### src/rtl/rmw_pkg.sv
// Package: shared constants for the read-miss watchdog.
// Assumes a 16-bit error-type register whose read-timeout code is fixed.
package rmw_pkg;
    localparam int          RMW_CNT_W        = 32;
    localparam int          RMW_ADDR_W       = 32;
    localparam int          RMW_ERR_W        = 16;
    localparam logic [15:0] RMW_READ_TIMEOUT = 16'h1200;
endpackage

### src/rtl/rmw_threshold_reg.sv
// Threshold register. Resets to all ones (watchdog effectively off).
// Accepts a write only while no miss is armed, so a pending miss is
// always judged against the limit it started with.
module rmw_threshold_reg #(
    parameter int CNT_W = rmw_pkg::RMW_CNT_W
) (
    input  logic             clk,
    input  logic             rst_n,
    input  logic             wr_en,
    input  logic [CNT_W-1:0] wr_data,
    input  logic             armed,
    output logic [CNT_W-1:0] limit
);
    // Load the limit on an accepted write; all ones after reset.
    always_ff @(posedge clk) begin
        if (!rst_n)
            limit <= '1;
        else if (wr_en && !armed)
            limit <= wr_data;
    end
endmodule

### src/rtl/rmw_wait_counter.sv
// Wait counter. Cleared when a miss is issued, advanced by one on each
// counted wait cycle; wraps naturally at its width.
module rmw_wait_counter #(
    parameter int CNT_W = rmw_pkg::RMW_CNT_W
) (
    input  logic             clk,
    input  logic             rst_n,
    input  logic             clear,
    input  logic             advance,
    output logic [CNT_W-1:0] count
);
    localparam logic [CNT_W-1:0] ONE = CNT_W'(1);

    // Clear has priority over advance.
    always_ff @(posedge clk) begin
        if (!rst_n || clear)
            count <= '0;
        else if (advance)
            count <= count + ONE;
    end
endmodule

### src/rtl/rmw_fault_capture.sv
// Fault capture. Latches the miss address at issue, and on a timeout
// loads the error-type and bad-address registers and pulses the
// processor response with valid and error for one cycle.
module rmw_fault_capture #(
    parameter int                 ADDR_W       = rmw_pkg::RMW_ADDR_W,
    parameter int                 ERR_W        = rmw_pkg::RMW_ERR_W,
    parameter logic [ERR_W-1:0]   TIMEOUT_CODE = ERR_W'(rmw_pkg::RMW_READ_TIMEOUT)
) (
    input  logic              clk,
    input  logic              rst_n,
    input  logic              issue,
    input  logic [ADDR_W-1:0] issue_vaddr,
    input  logic              fire,
    output logic [ADDR_W-1:0] saved_vaddr,
    output logic              rsp_valid,
    output logic              rsp_error,
    output logic [ERR_W-1:0]  err_code,
    output logic [ADDR_W-1:0] bad_vaddr
);
    // Hold the virtual address of the most recently issued miss.
    always_ff @(posedge clk) begin
        if (!rst_n)
            saved_vaddr <= '0;
        else if (issue)
            saved_vaddr <= issue_vaddr;
    end

    // One-cycle error response following a timeout.
    always_ff @(posedge clk) begin
        if (!rst_n) begin
            rsp_valid <= 1'b0;
            rsp_error <= 1'b0;
        end else begin
            rsp_valid <= fire;
            rsp_error <= fire;
        end
    end

    // Error-type and bad-address registers, loaded only on a timeout.
    always_ff @(posedge clk) begin
        if (!rst_n) begin
            err_code  <= '0;
            bad_vaddr <= '0;
        end else if (fire) begin
            err_code  <= TIMEOUT_CODE;
            bad_vaddr <= saved_vaddr;
        end
    end
endmodule

### src/rtl/rdmiss_watchdog.sv
// Read-miss watchdog top. Arms on a read miss, counts wait cycles that
// are not preempted by coherence, and aborts the miss with an error
// response when the registered count equals the threshold.
// Assumes the controller holds miss_wait while waiting and that a
// rsp_valid pulse sends it back to idle.
module rdmiss_watchdog #(
    parameter int               CNT_W        = rmw_pkg::RMW_CNT_W,
    parameter int               ADDR_W       = rmw_pkg::RMW_ADDR_W,
    parameter int               ERR_W        = rmw_pkg::RMW_ERR_W,
    parameter logic [ERR_W-1:0] TIMEOUT_CODE = ERR_W'(rmw_pkg::RMW_READ_TIMEOUT)
) (
    input  logic              clk,
    input  logic              rst_n,
    input  logic              miss_issue,
    input  logic [ADDR_W-1:0] miss_vaddr,
    input  logic              miss_wait,
    input  logic              coh_pending,
    input  logic              refill_done,
    input  logic              thr_we,
    input  logic [CNT_W-1:0]  thr_wdata,
    output logic              rsp_valid,
    output logic              rsp_error,
    output logic [ERR_W-1:0]  err_code,
    output logic [ADDR_W-1:0] bad_vaddr
);
    logic              pending_q;
    logic              count_step;
    logic              timeout_hit;
    logic [CNT_W-1:0]  wait_count;
    logic [CNT_W-1:0]  thr_value;
    logic [ADDR_W-1:0] saved_vaddr_q;

    // A cycle counts only when armed, really waiting and not preempted.
    always_comb begin
        count_step  = pending_q && miss_wait && !coh_pending
                      && !refill_done && !miss_issue;
        timeout_hit = count_step && (wait_count == thr_value);
    end

    // Armed flag: set by a new miss, dropped by refill or timeout.
    always_ff @(posedge clk) begin
        if (!rst_n)
            pending_q <= 1'b0;
        else if (miss_issue)
            pending_q <= 1'b1;
        else if (refill_done || timeout_hit)
            pending_q <= 1'b0;
    end

    rmw_threshold_reg #(.CNT_W(CNT_W)) thr_i (
        .clk     (clk),
        .rst_n   (rst_n),
        .wr_en   (thr_we),
        .wr_data (thr_wdata),
        .armed   (pending_q),
        .limit   (thr_value)
    );

    rmw_wait_counter #(.CNT_W(CNT_W)) cnt_i (
        .clk     (clk),
        .rst_n   (rst_n),
        .clear   (miss_issue),
        .advance (count_step),
        .count   (wait_count)
    );

    rmw_fault_capture #(
        .ADDR_W       (ADDR_W),
        .ERR_W        (ERR_W),
        .TIMEOUT_CODE (TIMEOUT_CODE)
    ) cap_i (
        .clk         (clk),
        .rst_n       (rst_n),
        .issue       (miss_issue),
        .issue_vaddr (miss_vaddr),
        .fire        (timeout_hit),
        .saved_vaddr (saved_vaddr_q),
        .rsp_valid   (rsp_valid),
        .rsp_error   (rsp_error),
        .err_code    (err_code),
        .bad_vaddr   (bad_vaddr)
    );
endmodule

### config.mk
export PLATFORM = sky130hd
export DESIGN_NAME = rdmiss_watchdog
export DESIGN_NICKNAME = d
export VERILOG_FILES = /design/src/rtl/rmw_pkg.sv /design/src/rtl/rmw_threshold_reg.sv /design/src/rtl/rmw_wait_counter.sv /design/src/rtl/rmw_fault_capture.sv /design/src/rtl/rdmiss_watchdog.sv
export SDC_FILE = /design/constraint.sdc
export NUM_CORES = 1
export LEC_CHECK = 0
export BUFFER_PORTS_ARGS = -buffer_cell sky130_fd_sc_hd__buf_2
export CORE_UTILIZATION = 26
export CTS_BUF_LIST = sky130_fd_sc_hd__clkbuf_4
export CTS_CLUSTER_DIAMETER = 60
export DETAILED_ROUTE_END_ITERATION = 12
export GPL_TIMING_DRIVEN = 0
export PLACE_DENSITY_LB_ADDON = 0.05
export SYNTH_ARGS = -nofsm -noshare
export SYNTH_HDL_FRONTEND = slang
export SYNTH_SLANG_ARGS = --single-unit
### constraint.sdc
create_clock -name clk -period 1.7 [get_ports clk]
set_input_delay 0.085 -clock clk [delete_from_list [all_inputs] [get_ports clk]]
set_output_delay 0.085 -clock clk [all_outputs]
set_load 0.01 [all_outputs]
Yosys cells after proc, flatten, opt, wreduce, memory -nomap -nowiden
Cells that the tools add are included.
{ "word_totals": {"inputBits": 71, "output_inout_bits": 50, "wordCells": 25, "ff_bits": 131} }
{ "op_classes": {"addsub": 1, "muxes": 2, "reduce_logical": 14, "n_eq_ne": 1} }
{ "op_table": {"columns": ["op", "count"], "rows": [
  ["$add A32 B1 Y32 const B", 1],
  ["$eq A32 B32 Y1", 1],
  ["$logic_and A1 B1 Y1", 6],
  ["$logic_not A1 Y1", 5],
  ["$logic_or A1 B1 Y1", 2],
  ["$mux W1", 2],
  ["$reduce_bool A2 Y1", 1]
]} }

Longest topological paths before layout
{ "depth": {"depth_word": 8, "depth_mapped": 8, "depth_no_buf": 6} }

Modules after synthesis
From an unflattened synthesis, not the netlist that was laid out.
{ "hier_totals": {"cells_unflattened": 605, "area_unflattened_um2": 6183.4} }
{ "modules_own_cells": {"columns": ["mod", "seq_area_each_um2", "cells_per_inst", "area_per_inst_um2", "n_inst"], "rows": [
  ["rmw_fault_capture", 1321.3, 228, 2660.1, 1],
  ["rmw_wait_counter", 640.6, 184, 1602.8, 1],
  ["rmw_threshold_reg", 640.6, 143, 1498.9, 1],
  ["rdmiss_watchdog", 20.0, 50, 421.7, 1]
]} }

Worst setup path before layout
OpenSTA, ideal clock, no wires.
{ "synth_path": {"kind": "register to register", "start": "register cnt_i.count[19]", "end": "register cap_i.bad_vaddr[0]", "path_buffers": 3, "setup_ps": 72, "t_arrival_ps": 1691, "period_less_slack_ps": 1763, "required_ps": 1628, "path_stages_with_launch": 9, "slack_ps": -63, "path_cell_list": "dfxtp_1 > buf_2 > xor2_1 > nor4_1 > nand3_1 > nor4_1 > buf_4 > buf_6 > mux2i_1"} }
{ "synth_via": {"elab_chain_cells": 2} }
{ "synth_lines": {"columns": ["element", "line", "rtl"], "rows": [
  ["start, declared", "rmw_wait_counter.sv:10", "output logic [CNT_W-1:0] count"],
  ["start signal, assigned", "rmw_wait_counter.sv:19", "count <= count + ONE;"],
  ["$eq A32 B32 Y1", "rdmiss_watchdog.sv:37", "timeout_hit = count_step && (wait_count == thr_value);"],
  ["$logic_and A1 B1 Y1", "rdmiss_watchdog.sv:37", null],
  ["end signal, assigned", "rmw_fault_capture.sv:46", "bad_vaddr <= saved_vaddr;"],
  ["end, declared", "rmw_fault_capture.sv:18", "output logic [ADDR_W-1:0] bad_vaddr"]
]} }
Every way passes these cells.
A chain may end at the register's enable or synchronous reset.

Worst setup path after layout
{ "layout_path": {"start": "register cnt_i.count[14]", "end": "register cap_i.bad_vaddr[0]"} }
Same word-level chain as after synthesis.

==> results.yml <==
status:
  outcome: "complete, but fails checks"
  violations: "setup timing"
cts:
  clk_path_buf_depth: 2
  cts_tree: "yes"
  ctsHtreeMaxLevel: 4
  root_buffer: "clkbuf_4"
  numCtsBuffers: 17
  clk_latency_ns: 0.53
  cts.sink_count: 131
  path_clk_slew_ns: 0.12
setup_path:
  timing.rr.start: "cnt_i.count[14]$_SDFFE_PP0P_"
  arrival_ns: 2.46
  reg2reg_slack_ns: -0.30
  critPathMaxFanout: 10
  start_kind: "flop"
  crit_end: "cap_i.bad_vaddr[0]$_SDFFE_PN0P_"
  cp_num_cells: 7
  crit_slowest_cell: "dfxtp_2"
  worstPathRequired_ns: 2.16
  rr_endpoint: "cap_i.bad_vaddr[0]$_SDFFE_PN0P_"
  cp_cell_sequence: "xor2_1, nor4_4, nand2_2, nor4_4, buf_6, buf_12, mux2i_1"
  worst-setup-path-type: "flop to flop"
  cp_num_buf_inv: 2
  cpLargestDelayFamily: "simple AND/OR/NAND/NOR gates"
  ff2ff_path_depth: 7
  crit_path_frequent_cell: "nor4_4"
  critPathCaptureType: "flop"
  critPathLaunch: "cnt_i.count[14]$_SDFFE_PP0P_"
  cpPeakStageDelay_ns: 0.37
synth:
  ys_types: 37
  ys_ff_latch: 131
  ys_warn_count: 0
  syn_area_sq_um: 5660
  synth_ff_type: "dfxtp_1"
  synth_area_per_cell_sq_um: 9.03
  synth_cells: 627
  synth_edf_count: 0
  async_flop_share_pct: 0
  ys_seq_area_share_pct: 46.3
detailed_routing:
  drt_iter0_markers: 127
  drtPass1Iterations: 4
  vias: 4871
  antenna_left: 0
  vias_per_cell: 4.27
  routed_wl_um: 16100
  drc: 0
  avgRoutedWirePerCell_um: 14.1
pwr:
  clkPwrFrac_pct: 39.4
  ir_drop_uv: 441
  netSwitchingFraction_pct: 24.9
  comb_power_share_pct: 10.0
  internal-power_mw: 4.83
  p_leak_nw: 3.43
  power_mw: 6.43
  p_per_area_nw_per_um2: 803
  seqPwrFrac_pct: 50.5
  p_switching_mw: 1.60
floorplan:
  core_sq_um: 21200
  ioPinCount: 121
  die_height_um: 150
  row_count: 53
  die_x_um: 150
  initial_utilization_pct: 26.7
  fp.dieArea_sq_um: 22400
finish:
  final_util_pct: 37.8
  drive_above_1_share_pct: 26.5
  final_cell_mix: "nand2_1 (140), dfxtp_1 (106), buf_2 (105), dlygate4sd3_1 (69), mux2i_1 (64)"
  final_common_cell: "nand2_1"
  stdcell_count: 1141
  syn2layout_area_growth_pct: 41.4
  nNetsFinal: 922
global_route:
  grt_pass1_wl_um: 25200
  grt_max_degree: 17
  grtUsageTotal_pct: 14.9
  grt_pass1_vias: 4881
  overflow: 0
  antenna_found_initial: 3
sta:
  fin_ws_ns: -0.301
  worst_pin_slew_ns: 0.783
  slew_headroom_pct: 47.8
  timing.fmax_mhz: 500
  rsz0062_at_grt: "true"
  hold_viol: 0
  fin_hold_ws_ns: 0.0395
  finClkSkew_ns: 0.0248
  finalCriticalPeriod_ns: 2.00
  period_share_pct: 118
  drv_slew: 0
  setup_violations: 38
job:
  cap_violations: 0
worst_hold_path:
  hp-class: "input port to flop"
place:
  dp_cells: 1019
  io_buffers: 104
  hpwl_um: 11600
  routabilityCongestion: 0.772
  post-place-ws_ns: -0.649
layout make-up:
cell class / instances / area (sq um)
antenna: 3 / 7.51
clock inverter: 14 / 210
tap: 275 / 344
buffer: 53 / 339
sequential: 131 / 2660
clock buffer: 18 / 135
fill: 2207 / 13200
multi-input combinational: 450 / 2910
inverter: 5 / 18.8
timing repair buffer: 192 / 1380
cells in the mapped netlist (5+ instances only):
library cell / number / area (sq um)
and2_1: 5 / 31.3
buf_2: 6 / 30.0
buf_4: 17 / 128
clkbuf_1: 25 / 93.8
dfxtp_1: 131 / 2620
inv_1: 5 / 18.8
mux2i_1: 64 / 641
nand2_1: 143 / 537
nand3_1: 43 / 215
nand4_1: 13 / 81.3
nor2_1: 31 / 116
nor2b_1: 33 / 206
nor4_1: 11 / 68.8
xnor2_1: 6 / 52.6
xor2_1: 54 / 473
per-stage QoR:
stage / TNS (ns) / area, sq um
floorplan: 0 / 5720
global placement: -28.66 / 6590
detailed placement: -28.33 / 6590
CTS: -10.07 / 7840
global route: -12.88 / 8010
finish: -8.99 / 8010
how the worst min path moves through the flow:
| stage | endpoint | cells past startpoint | start |
|---|---|---|---|
| after CTS | thr_i.limit[0]$_SDFFE_PN1P_ | 4 | thr_we |
| after global routing | cnt_i.count[1]$_SDFFE_PP0P_ | 5 | miss_wait |
| after floorplan | thr_i.limit[0]$_SDFFE_PN1P_ | 2 | thr_wdata[0] |
| after global placement | thr_i.limit[31]$_SDFFE_PN1P_ | 3 | thr_wdata[31] |
| after detailed placement | thr_i.limit[24]$_SDFFE_PN1P_ | 3 | thr_wdata[24] |
| final | thr_i.limit[0]$_SDFFE_PN1P_ | 4 | thr_we |
worst reg2reg max path, cell delays in order (launching register included):
cell and delay, ns:
dfxtp_2 0.37, xor2_1 0.20, nor4_4 0.35, nand2_2 0.13, nor4_4 0.32, buf_6 0.21, buf_12 0.16, mux2i_1 0.21
metal layers:
metal	wire (um)	track usage, %	part of all wire (%)
met5	0	0	0
met1	7150	17.5	44
met2	7980	25.2	50
met4	209	5.15	1.3
met3	773	4.70	4.8
kinds of logic after synthesis:
| kind of cell | count (synthesis) | synth area share, % |
|---|---|---|
| other | 1 | 0.0662 |
| muxes | 64 | 11.3 |
| buffers and inverters | 59 | 5.57 |
| and+or+nand+nor | 301 | 26.3 |
| AOI/OAI and AO/OA | 10 | 0.972 |
| xor gates and xnor gates | 60 | 9.28 |
| adders and majority gates | 1 | 0.221 |
| DFF | 131 | 46.3 |
sequential cells by signal (all words and copies together) (netlist names):
| name | flops |
|---|---|
| cap_i.rsp_valid | 1 |
| pending_q | 1 |
| cap_i.err_code | 1 |
| cap_i.bad_vaddr | 32 |
| cnt_i.count | 32 |
| thr_i.limit | 32 |
| cap_i.saved_vaddr | 32 |
timing repair:
item                       CTS  global route
pin swaps                   11            15
gates cloned                 0             1
gates resized for setup     43            22
setup buffers                9             9
setup endpoints to repair   63            55
hold buffers                69             0
hold endpoints to repair    66             0
power by group through the flow:
stage / Clock (mW) / Combinational [mW] / Sequential [mW]
CTS: 2.65 / 0.652 / 3.25
global route: 2.78 / 0.721 / 3.26
floorplan: 0 / 0.330 / 3.30
global placement: 0 / 0.506 / 3.32
finish: 2.54 / 0.646 / 3.25
detailed placement: 0 / 0.514 / 3.32
Power figures use the tool's default switching activity.
